$ cat src/rtl/scan_pkg.sv
package scan_pkg;

  typedef enum logic [2:0] {
    ST_IDLE,
    ST_SETTLE,
    ST_FIRE,
    ST_TAIL,
    ST_MEAS,
    ST_REPORT
  } scanState_t;

  // Strobes from the control FSM to the datapath
  typedef struct packed {
    logic latchCfg;   // capture configuration and first code
    logic stepCode;   // advance to the next code
    logic clrTimer;   // restart the shared delay timer
    logic countPulse; // one test pulse accepted
    logic windowOpen; // hit window open this cycle
  } scanStrobe_t;

endpackage

$ cat src/rtl/scan_datapath.sv
module scan_datapath
  import scan_pkg::*;
#(
  parameter int CODE_W = 10,
  parameter int BURST  = 100,
  parameter int HIT_W  = 8,
  parameter int DLY_W  = 16
) (
  input  logic                      clk,
  input  logic                      rstN,
  input  scanStrobe_t               strb,
  input  logic                      linMode,
  input  logic [CODE_W-1:0]         startCode,
  input  logic [CODE_W-1:0]         stopCode,
  input  logic [CODE_W-1:0]         stepSize,
  input  logic [DLY_W-1:0]          settleCycles,
  input  logic [DLY_W-1:0]          tailCycles,
  input  logic                      hitIn,
  output logic [CODE_W-1:0]         curCode,
  output logic [$clog2(BURST+1)-1:0] sentCnt,
  output logic [HIT_W-1:0]          hitCnt,
  output logic                      linActive,
  output logic                      settleDone,
  output logic                      tailDone,
  output logic                      lastPulse,
  output logic                      finalCode
);

  localparam int SENT_W = $clog2(BURST+1);
  localparam logic [HIT_W-1:0]  HIT_MAX  = '1;
  localparam logic [CODE_W-1:0] CODE_MAX = '1;
  localparam logic [CODE_W-1:0] CODE_ONE = CODE_W'(1);

  logic [CODE_W-1:0] cfgStop;
  logic [CODE_W-1:0] cfgStep;
  logic [DLY_W-1:0]  cfgSettle;
  logic [DLY_W-1:0]  cfgTail;
  logic              cfgLin;
  logic [DLY_W-1:0]  timer;
  logic              newCode;

  assign newCode = strb.latchCfg | strb.stepCode;

  // Configuration and code register
  always_ff @(posedge clk) begin
    if (!rstN) begin
      cfgStop   <= '0;
      cfgStep   <= CODE_ONE;
      cfgSettle <= '0;
      cfgTail   <= '0;
      cfgLin    <= 1'b0;
      curCode   <= '0;
    end else if (strb.latchCfg) begin
      cfgStop   <= linMode ? CODE_MAX : stopCode;
      cfgStep   <= (linMode || stepSize == '0) ? CODE_ONE : stepSize;
      cfgSettle <= settleCycles;
      cfgTail   <= tailCycles;
      cfgLin    <= linMode;
      curCode   <= linMode ? '0 : startCode;
    end else if (strb.stepCode) begin
      curCode   <= curCode + cfgStep;
    end
  end

  // Shared delay timer for settle and tail windows
  always_ff @(posedge clk) begin
    if (!rstN)              timer <= '0;
    else if (strb.clrTimer) timer <= '0;
    else if (timer != '1)   timer <= timer + DLY_W'(1);
  end

  // Per-code pulse and hit counters
  always_ff @(posedge clk) begin
    if (!rstN) begin
      sentCnt <= '0;
      hitCnt  <= '0;
    end else if (newCode) begin
      sentCnt <= '0;
      hitCnt  <= '0;
    end else begin
      if (strb.countPulse)
        sentCnt <= sentCnt + SENT_W'(1);
      if (strb.windowOpen && hitIn && hitCnt != HIT_MAX)
        hitCnt <= hitCnt + HIT_W'(1);
    end
  end

  assign linActive  = cfgLin;
  assign settleDone = (timer == cfgSettle);
  assign tailDone   = (timer == cfgTail);
  assign lastPulse  = (sentCnt == SENT_W'(BURST-1));
  assign finalCode  = ({1'b0, curCode} + {1'b0, cfgStep}) > {1'b0, cfgStop};

  // a saturated hit count stays saturated until the next code
  p_hit_saturate_r5: assert property (@(posedge clk) disable iff (!rstN)
    (hitCnt == HIT_MAX && !newCode) |=> hitCnt == HIT_MAX);

  // outside the window the hit count does not move
  p_no_hits_outside_r4: assert property (@(posedge clk) disable iff (!rstN)
    (!strb.windowOpen && !newCode) |=> $stable(hitCnt));

  // never more than one burst per code
  p_sent_bound_r3: assert property (@(posedge clk) disable iff (!rstN)
    sentCnt <= SENT_W'(BURST));

  // stepping always moves upward and stays inside the range
  p_code_rises_r6: assert property (@(posedge clk) disable iff (!rstN)
    strb.stepCode |=> (curCode > $past(curCode)) && (curCode <= cfgStop));

endmodule

$ cat src/rtl/scan_control.sv
module scan_control
  import scan_pkg::*;
(
  input  logic        clk,
  input  logic        rstN,
  input  logic        start,
  input  logic        abort,
  input  logic        pulseAck,
  input  logic        measAck,
  input  logic        resReady,
  input  logic        linActive,
  input  logic        settleDone,
  input  logic        tailDone,
  input  logic        lastPulse,
  input  logic        finalCode,
  output scanStrobe_t strb,
  output logic        pulseReq,
  output logic        measReq,
  output logic        resValid,
  output logic        dacLoad,
  output logic        done,
  output logic        busy
);

  scanState_t state, nextState;

  always_comb begin
    nextState = state;
    strb      = '0;
    unique case (state)
      ST_IDLE: if (start) begin
        strb.latchCfg = 1'b1;
        strb.clrTimer = 1'b1;
        nextState     = ST_SETTLE;
      end
      ST_SETTLE: if (settleDone) begin
        strb.clrTimer = 1'b1;
        nextState     = linActive ? ST_MEAS : ST_FIRE;
      end
      ST_FIRE: begin
        strb.windowOpen = 1'b1;
        if (pulseAck) begin
          strb.countPulse = 1'b1;
          if (lastPulse) begin
            strb.clrTimer = 1'b1;
            nextState     = ST_TAIL;
          end
        end
      end
      ST_TAIL: begin
        strb.windowOpen = 1'b1;
        if (tailDone) nextState = ST_REPORT;
      end
      ST_MEAS: if (measAck) nextState = ST_REPORT;
      ST_REPORT: if (resReady) begin
        if (finalCode) nextState = ST_IDLE;
        else begin
          strb.stepCode = 1'b1;
          strb.clrTimer = 1'b1;
          nextState     = ST_SETTLE;
        end
      end
      default: nextState = ST_IDLE;
    endcase
    if (abort) begin
      nextState = ST_IDLE;
      strb      = '0;
    end
  end

  always_ff @(posedge clk) begin
    if (!rstN) begin
      state   <= ST_IDLE;
      dacLoad <= 1'b0;
      done    <= 1'b0;
    end else begin
      state   <= nextState;
      dacLoad <= strb.latchCfg | strb.stepCode;
      done    <= (state == ST_REPORT) && resReady && finalCode && !abort;
    end
  end

  assign pulseReq = (state == ST_FIRE);
  assign measReq  = (state == ST_MEAS);
  assign resValid = (state == ST_REPORT);
  assign busy     = (state != ST_IDLE);

  // abort clears every request on the next edge
  p_abort_idle_r10: assert property (@(posedge clk) disable iff (!rstN)
    abort |=> (!busy && !pulseReq && !measReq && !resValid));

  // an unaccepted record stays presented
  p_hold_record_r7: assert property (@(posedge clk) disable iff (!rstN)
    (resValid && !resReady && !abort) |=> resValid);

  // no DAC update while a record is waiting
  p_no_load_in_report_r7: assert property (@(posedge clk) disable iff (!rstN)
    resValid |-> !dacLoad);

  // done only right after an accepted record
  p_done_follows_accept_r8: assert property (@(posedge clk) disable iff (!rstN)
    done |-> ($past(resValid && resReady) && !busy));

  // linearity mode never requests test pulses
  p_pulse_scan_only_r9: assert property (@(posedge clk) disable iff (!rstN)
    pulseReq |-> !linActive);

endmodule

$ cat src/rtl/thresh_scan_seq.sv
module thresh_scan_seq
  import scan_pkg::*;
#(
  parameter int CODE_W = 10,
  parameter int BURST  = 100,
  parameter int HIT_W  = 8,
  parameter int DLY_W  = 16,
  localparam int SENT_W = $clog2(BURST+1)
) (
  input  logic              clk,
  input  logic              rstN,
  input  logic              start,
  input  logic              abort,
  input  logic              linMode,
  input  logic [CODE_W-1:0] startCode,
  input  logic [CODE_W-1:0] stopCode,
  input  logic [CODE_W-1:0] stepSize,
  input  logic [DLY_W-1:0]  settleCycles,
  input  logic [DLY_W-1:0]  tailCycles,
  output logic [CODE_W-1:0] dacCode,
  output logic              dacLoad,
  output logic              pulseReq,
  input  logic              pulseAck,
  input  logic              hitIn,
  output logic              measReq,
  input  logic              measAck,
  output logic              resValid,
  input  logic              resReady,
  output logic [CODE_W-1:0] resCode,
  output logic [SENT_W-1:0] resSent,
  output logic [HIT_W-1:0]  resHits,
  output logic              busy,
  output logic              done
);

  scanStrobe_t strb;
  logic        linActive, settleDone, tailDone, lastPulse, finalCode;
  logic [CODE_W-1:0] curCode;

  scan_control u_ctrl (
    .clk, .rstN, .start, .abort, .pulseAck, .measAck, .resReady,
    .linActive, .settleDone, .tailDone, .lastPulse, .finalCode,
    .strb, .pulseReq, .measReq, .resValid, .dacLoad, .done, .busy
  );

  scan_datapath #(
    .CODE_W(CODE_W), .BURST(BURST), .HIT_W(HIT_W), .DLY_W(DLY_W)
  ) u_dp (
    .clk, .rstN, .strb, .linMode, .startCode, .stopCode, .stepSize,
    .settleCycles, .tailCycles, .hitIn,
    .curCode, .sentCnt(resSent), .hitCnt(resHits),
    .linActive, .settleDone, .tailDone, .lastPulse, .finalCode
  );

  assign dacCode = curCode;
  assign resCode = curCode;

endmodule

$ cat config.mk
export PLATFORM = sky130hd
export DESIGN_NAME = thresh_scan_seq
export DESIGN_NICKNAME = d
export VERILOG_FILES = /design/src/rtl/scan_pkg.sv /design/src/rtl/scan_datapath.sv /design/src/rtl/scan_control.sv /design/src/rtl/thresh_scan_seq.sv
export SDC_FILE = /design/constraint.sdc
export NUM_CORES = 1
export LEC_CHECK = 0
export ABC_AREA = 1
export BUFFER_PORTS_ARGS = -buffer_cell sky130_fd_sc_hd__buf_4
export CAP_MARGIN = 20
export CORE_MARGIN = 5
export CORE_UTILIZATION = 50
export CTS_CLUSTER_DIAMETER = 150
export DETAILED_ROUTE_END_ITERATION = 10
export PLACE_DENSITY = 0.87
export SLEW_MARGIN = 20
export SYNTH_ARGS = -nofsm -noshare
export SYNTH_HDL_FRONTEND = slang
export SYNTH_HIERARCHICAL = 1
export SYNTH_SLANG_ARGS = --single-unit
export TNS_END_PERCENT = 1
$ cat constraint.sdc
create_clock -name clk -period 3.05 [get_ports clk]
set_input_delay 0.305 -clock clk [delete_from_list [all_inputs] [get_ports clk]]
set_output_delay 0.305 -clock clk [all_outputs]
set_load 0.05 [all_outputs]
==> results of run 1 <==
## cell usage after synthesis (2+ instances only)
master	n
nand2_1	141
nor2_1	133
dfxtp_1	99
inv_1	81
o21ai_0	51
nand3_1	46
a21oi_1	41
xor2_1	28
ha_1	23
buf_4	15
xnor2_1	15
clkbuf_1	14
nor3_1	14
nand4_1	11
a211oi_1	9
or2_2	7
buf_2	6
a31oi_1	5
nand3b_1	5
nor2_2	5
inv_2	4
nand2_2	4
nor2_4	4
nor4_1	4
and2_1	3
clkinv_1	3
o21ai_1	3
o211ai_1	2
## report_power, final
group	leakage [nW]	switching, mW	internal (mW)
sequential	0.810	0.0566	1.36
combinational	2.42	0.454	0.324
clock	0.116	0.490	0.477
total	3.34	1.00	2.17
## cell families (layout without fill, tap and decap cells)
logic type	after synthesis	after routing	synth area share, %
compound gates	116	116	11.62
flops	99	99	35.80
xor+xnor	43	43	6.802
mux	1	1	0.1808
fa+ha+maj	24	24	5.559
simple gates	381	382	30.26
buf+inv	125	250	9.785
## per-layer routing
metal  vias to the layer above  wire (µm)  share of wire (%)
met5                         -          0                  0
met4                         0        354                2.5
met3                        29        876                6.1
met2                       171       7396                 52
met1                      2461       5686                 40
li1                       2788          -                  -
## worst register-to-register path: cells and delay by family, from the launching register on
kind	cells	cell delay, ns
DFF	1	0.37
AOI/OAI and AO/OA	1	0.11
buffers and inverters	5	0.37
adders and majority gates	3	0.77
and+or+nand+nor	21	1.66
## per-stage QoR
stage               area, µm²  hold WS (ns)  util, %
detailed placement       6605        0.4602    60.93
global route             7042        0.1448    64.96
floorplan                5593        0.4369        -
finish                   7042        0.1455    64.96
CTS                      6929        0.1308    63.92
global placement         6605        0.4587    60.93
## flip-flops by register name, indices dropped and copies added, names as in the netlist
name and count:
u_dp/cfgSettle 16, u_dp/hitCnt 8, u_dp/curCode 10, u_ctrl/state 3
u_dp/sentCnt 7, u_ctrl/done 1, u_ctrl/dacLoad 1, u_dp/cfgTail 16
u_dp/linActive 1, u_dp/cfgStop 10, u_dp/cfgStep 10, u_dp/timer 16
## how the worst max path moves through the flow
stage                    startpoint              end  slack (ns)  cells after the start
CTS                 u_dp/cfgStep[0]    u_dp/timer[3]       -0.19                     29
finish              u_dp/cfgStep[0]   u_dp/hitCnt[2]       -0.29                     30
floorplan           u_dp/curCode[0]  u_dp/curCode[4]       -0.16                     28
global route        u_dp/cfgStep[0]   u_dp/hitCnt[2]       -0.48                     30
detailed placement  u_dp/cfgStep[0]    u_dp/timer[3]       -0.34                     29
global placement    u_dp/cfgStep[0]    u_dp/timer[3]       -0.21                     29
## timing repair
item,CTS,global route
buffers inserted,2,3
resized for setup,17,23
setup endpoints to repair,41,43
hold buffers,0,0
gates cloned,3,0
pin swaps,18,12
## area by class of cell
class                           count  area share [%]
Clock buffer                        9           1.759
Clock inverter                      7           1.510
Inverter                           88           4.869
Multi-Input combinational cell    566           45.20
Sequential cell                    99           28.30
Tap cell                          140           2.488
Timing Repair Buffer              144           15.69
Timing Repair inverter              2          0.1777
==> flow_summary.yaml, run 1 <==
status:
  status: "finished, violations left"
  violations: "negative setup slack"
global_routing:
  overflow: 0
  grt_antenna_before_repair: 0
  grt_pass1_wl_um: 22800
  use_met1_pct: 24.70
  grt_usage_pct: 20.98
  grtUsageMet3_pct: 3.632
  grt_busiest_layer: "met2"
  grt_max_degree: 62
  first_global_vias: 5101
  use_met2_pct: 38.16
synth:
  synth_warnings: 6
  ys_seq_area_share_pct: 35.80
  yosysTopAreaCell: "dfxtp_1"
  synth.distinct_cells: 41
  synth_edf_count: 0
  ys_async_sr_fraction_pct: 0
  syn_area_um2: 5537
  synth_top_flop_cell: "dfxtp_1"
  yosysTopAreaCellShare_pct: 35.80
  netlist_top_cells_area: "dfxtp_1, nand2_1, nor2_1, inv_1, ha_1"
  synth_nets: 884
  synth-seq-cells: 99
  avgSynthCellArea_um2: 7.017
  syn_inst: 789
sta:
  setup_tns_ns: -7.627
  fin_skew_ns: 0.01449
  clock.fmax_ghz: 0.2992
  tightest_slew_ns: 0.8578
  rsz0062_at_grt: "true"
  fin_crit_sh_pct: 109.6
  drv_slew: 0
  setup_ws_ns: -0.2925
  relSlewSlack_pct: 42.75
  finalSetupViolations: 41
  post-route-min-period_ns: 3.343
  hold_viol_final: 0
floorplan:
  dieArea_um2: 13280
  placementRows: 38
  initial_core_util_pct: 51.07
  die_h_um: 115.2
  core_um2: 10840
  die_x_um: 115.2
  io_pins: 112
place:
  post-dp-hpwl_um: 10500
  dp_cells: 1031
  finalWeightedCongestion: 0.9447
  io_buffers: 111
  dp_slack_ns: -0.3438
cts:
  clk_latency_ns: 0.37
  clk_path_buf_depth: 2
  cts_tree: "yes"
  clock_sinks: 99
  numCtsBuffers: 9
  path_clk_slew_ns: 0.11
  cts_root_buf: "clkbuf_8"
  htree_levels: 3
min_path:
  min_delay_path_depth: 3
  min_from: "tailCycles[13]"
  hp-class: "in2reg"
  hold_end: "u_dp/cfgTail[13]"
job:
  cap_viol_max_count: 0
detailed_routing:
  drt_iter0_markers: 399
  via_count: 5449
  via_per_inst: 5.165
  postRouteAntennaNets: 0
  wirelength_um: 14310
  dr.pass1.iters: 5
  drcViolationCount: 0
  detail_route.wl_per_cell_um: 13.57
finish:
  layout-drive-gt1-share_pct: 25.25
  area_growth_syn_to_layout_pct: 27.19
  nFillCells: 929
  final_cells: 1055
  multi_input_area_um2: 3183
  mostFrequentLayoutCell: "buf_4"
  final_cell_mix: "buf_4, nand2_1, nor2_1, dfxtp_1, inv_1"
  finalNetCount: 1005
  n_antenna_cell: 0
  seqCellArea_um2: 1993
setup_path:
  r2r_slack_ns: -0.29
  cp_slowest_cell: "dfxtp_2"
  crit_fanout: 7
  critPathMaxStageDelay_ns: 0.37
  cp-end-kind: "flop"
  start_kind: "flop"
  path_buf_inv: 5
  worstPathRequired_ns: 3.36
  r2r-start: "u_dp/cfgStep[0]"
  cpMostUsedCell: "nand2_1"
  critical_path_class: "reg2reg"
  rr_worst_depth: 30
  path_delay_family: "simple AND/OR/NAND/NOR gates"
  cp.arrival_ns: 3.66
  r2r_end: "u_dp/hitCnt[2]"
power:
  p_total_mw: 3.166
  powerDensity_nw_per_um2: 449.6
  power_leakage_nw: 3.341
  vdd_drop_max_mv: 0.2720
Power figures use the tool's default switching activity.
==> run 2, diff against run 1 <==
--- a/config.mk
+++ b/config.mk
@@ -8,12 +8,11 @@
 export ABC_AREA = 1
 export BUFFER_PORTS_ARGS = -buffer_cell sky130_fd_sc_hd__buf_4
 export CAP_MARGIN = 20
-export CORE_MARGIN = 5
+export CORE_MARGIN = 3
 export CORE_UTILIZATION = 50
 export CTS_CLUSTER_DIAMETER = 150
 export DETAILED_ROUTE_END_ITERATION = 10
 export PLACE_DENSITY = 0.87
-export SLEW_MARGIN = 20
 export SYNTH_ARGS = -nofsm -noshare
 export SYNTH_HDL_FRONTEND = slang
 export SYNTH_HIERARCHICAL = 1
==> constraint.sdc (replaced) <==
create_clock -name clk -period 3.05 [get_ports clk]
set_input_delay 0.305 -clock clk [delete_from_list [all_inputs] [get_ports clk]]
set_output_delay 0.305 -clock clk [all_outputs]
set_load 0.02 [all_outputs]
==> run 2 against run 1 <==
Compared with the run above:
- the flow still finishes with violations (negative setup slack)
- sequential share of layout area grew 0.20 points
- critical path depth decreased by 1
- wire length is 0.50% higher
- utilization is 1.1 points higher
- clock skew fell by 0.0041 ns
- flip-flop and latch count unchanged
- worst hold slack gained 0.0039 ns
- critical path type unchanged
- critical endpoint is now u_dp/timer[5]
- largest power group unchanged
- highest routed layer unchanged
==> flow_summary.yaml, run 2 (synthesis gave the netlist of run 1 again) <==
status:
  status: "finished, violations left"
  violations: "negative setup slack"
cts:
  clock_sinks: 99
  cts_root_buf: "clkbuf_8"
  clk_latency_ns: 0.37
  holdBufCountCts: 0
  cts_tree: "yes"
  htree_levels: 3
  path_clk_slew_ns: 0.10
  numCtsBuffers: 9
  clk_path_buf_depth: 2
floorplan:
  core_um2: 10560
  initial_core_util_pct: 52.45
  io_pins: 112
  die_x_um: 111.2
  dieArea_um2: 12370
  placementRows: 37
  die_h_um: 111.2
power:
  power_leakage_nw: 3.319
  powerDensity_nw_per_um2: 447.6
  vdd_drop_max_mv: 0.2489
  p_total_mw: 3.122
detailed_routing:
  detail_route.wl_per_cell_um: 13.71
  via_count: 5497
  via_per_inst: 5.240
  drcViolationCount: 0
  wirelength_um: 14390
  dr.pass1.iters: 5
  postRouteAntennaNets: 0
  drt_iter0_markers: 368
sta:
  drv_slew: 0
  hold_viol_final: 0
  tightest_slew_ns: 0.8678
  fin_crit_sh_pct: 109.0
  setup_ws_ns: -0.2749
  setup_tns_ns: -9.248
  relSlewSlack_pct: 42.08
  rsz0062_at_grt: "true"
  fin_skew_ns: 0.01036
  finalSetupViolations: 43
  post-route-min-period_ns: 3.325
  clock.fmax_ghz: 0.3008
setup_path:
  worstPathRequired_ns: 3.35
  start_kind: "flop"
  cp_slowest_cell: "dfxtp_4"
  critical_path_class: "reg2reg"
  cpMostUsedCell: "nand2_1"
  crit_fanout: 5
  path_buf_inv: 5
  cp-end-kind: "flop"
  critPathMaxStageDelay_ns: 0.37
  cp.arrival_ns: 3.63
  path_delay_family: "simple AND/OR/NAND/NOR gates"
global_routing:
  first_global_vias: 5166
  grt_usage_pct: 22.65
  overflow: 0
  grt_antenna_before_repair: 0
  grt_busiest_layer: "met2"
  grt_max_degree: 62
  grt_pass1_wl_um: 23630
  use_met1_pct: 27.71
  grtUsageMet3_pct: 5.240
  use_met2_pct: 39.81
finish:
  reg_top3: "u_dp/cfgSettle: 16 flops, u_dp/cfgTail: 16 flops, u_dp/timer: 16 flops"
  layout-drive-gt1-share_pct: 24.32
  area_growth_syn_to_layout_pct: 25.99
  n_antenna_cell: 0
  mostFrequentLayoutCell: "buf_4"
  finalNetCount: 1003
  final_cell_mix: "buf_4, nand2_1, nor2_1, dfxtp_1, inv_1"
place:
  post-dp-hpwl_um: 10320
  io_buffers: 111
  finalWeightedCongestion: 0.9558
job:
  cap_viol_max_count: 0
min_path:
  hp-class: "in2reg"
## run 2: changes by cell type in the layout (fill, tap and decap cells not counted), sizes merged
cell	before	now
inv	90	86
clkbuf	9	11
clkinvlp	0	2
buf	144	143
clkinv	5	4
## run 2: path summary, 6_finish.rpt
| kind | from | endpoint | slack (ns) | cells past startpoint |
|---|---|---|---|---|
| setup / recovery | u_dp/curCode[0] | u_dp/timer[5] | -0.27 | 29 |
| hold / removal | tailCycles[13] | u_dp/cfgTail[13] | 0.15 | 3 |
| setup reg to reg | u_dp/curCode[0] | u_dp/timer[5] | -0.27 | 29 |
| hold reg to reg | u_dp/cfgStop[1] | u_dp/cfgStop[1] | 0.48 | 2 |
## run 2: stage by stage
step	utilization [%]	hold WS (ns)	std cells	worst slack, ns	area (µm²)
after floorplan	-	0.4369	789	-0.06625	5588
after global placement	62.29	0.4634	1026	-0.2026	6575
after detailed placement	62.29	0.4655	1026	-0.3079	6575
after CTS	65.13	0.1436	1044	-0.2034	6874
after global routing	66.09	0.1433	1049	-0.4983	6975
final	66.09	0.1493	1049	-0.2749	6975
## run 2: worst reg2reg max path, delay by kind of cell, from the launching register on
family / cells / cell delay, ns
AO/OA/AOI/OAI: 3 / 0.38
adder cells (fa/ha/maj): 3 / 0.77
buffers and inverters: 5 / 0.37
flip-flops: 1 / 0.37
AND/OR/NAND/NOR: 18 / 1.38
## run 2: final cells by class
class / instances / area (µm²)
timing repair inverter: 1 / 5.005
tap: 136 / 170.2
multi-input combinational: 566 / 3149
fill: 885 / 3580
clock buffer: 11 / 151.4
clock inverter: 5 / 83.83
sequential: 99 / 1988
inverter: 88 / 342.8
timing repair buffer: 143 / 1085
## run 2: power breakdown
part | internal (mW) | switching [mW]
sequential | 1.36 | 0.0553
clock | 0.510 | 0.473
combinational | 0.326 | 0.394
## run 2: repair_timing
item | 4_1_cts | 5_1_grt
pin swaps | 12 | 14
endpoints found under the setup margin | 41 | 43
gates cloned | 2 | 0
buffers inserted | 0 | 5
resized for setup | 16 | 18
## run 2: layer usage
| layer | routed length [µm] | share of wire, % | vias up |
|---|---|---|---|
| li1 | - | - | 2775 |
| met1 | 6005 | 42 | 2487 |
| met2 | 7061 | 49 | 208 |
| met3 | 1054 | 7.3 | 27 |
| met4 | 264 | 1.8 | 0 |
| met5 | 0 | 0 | - |
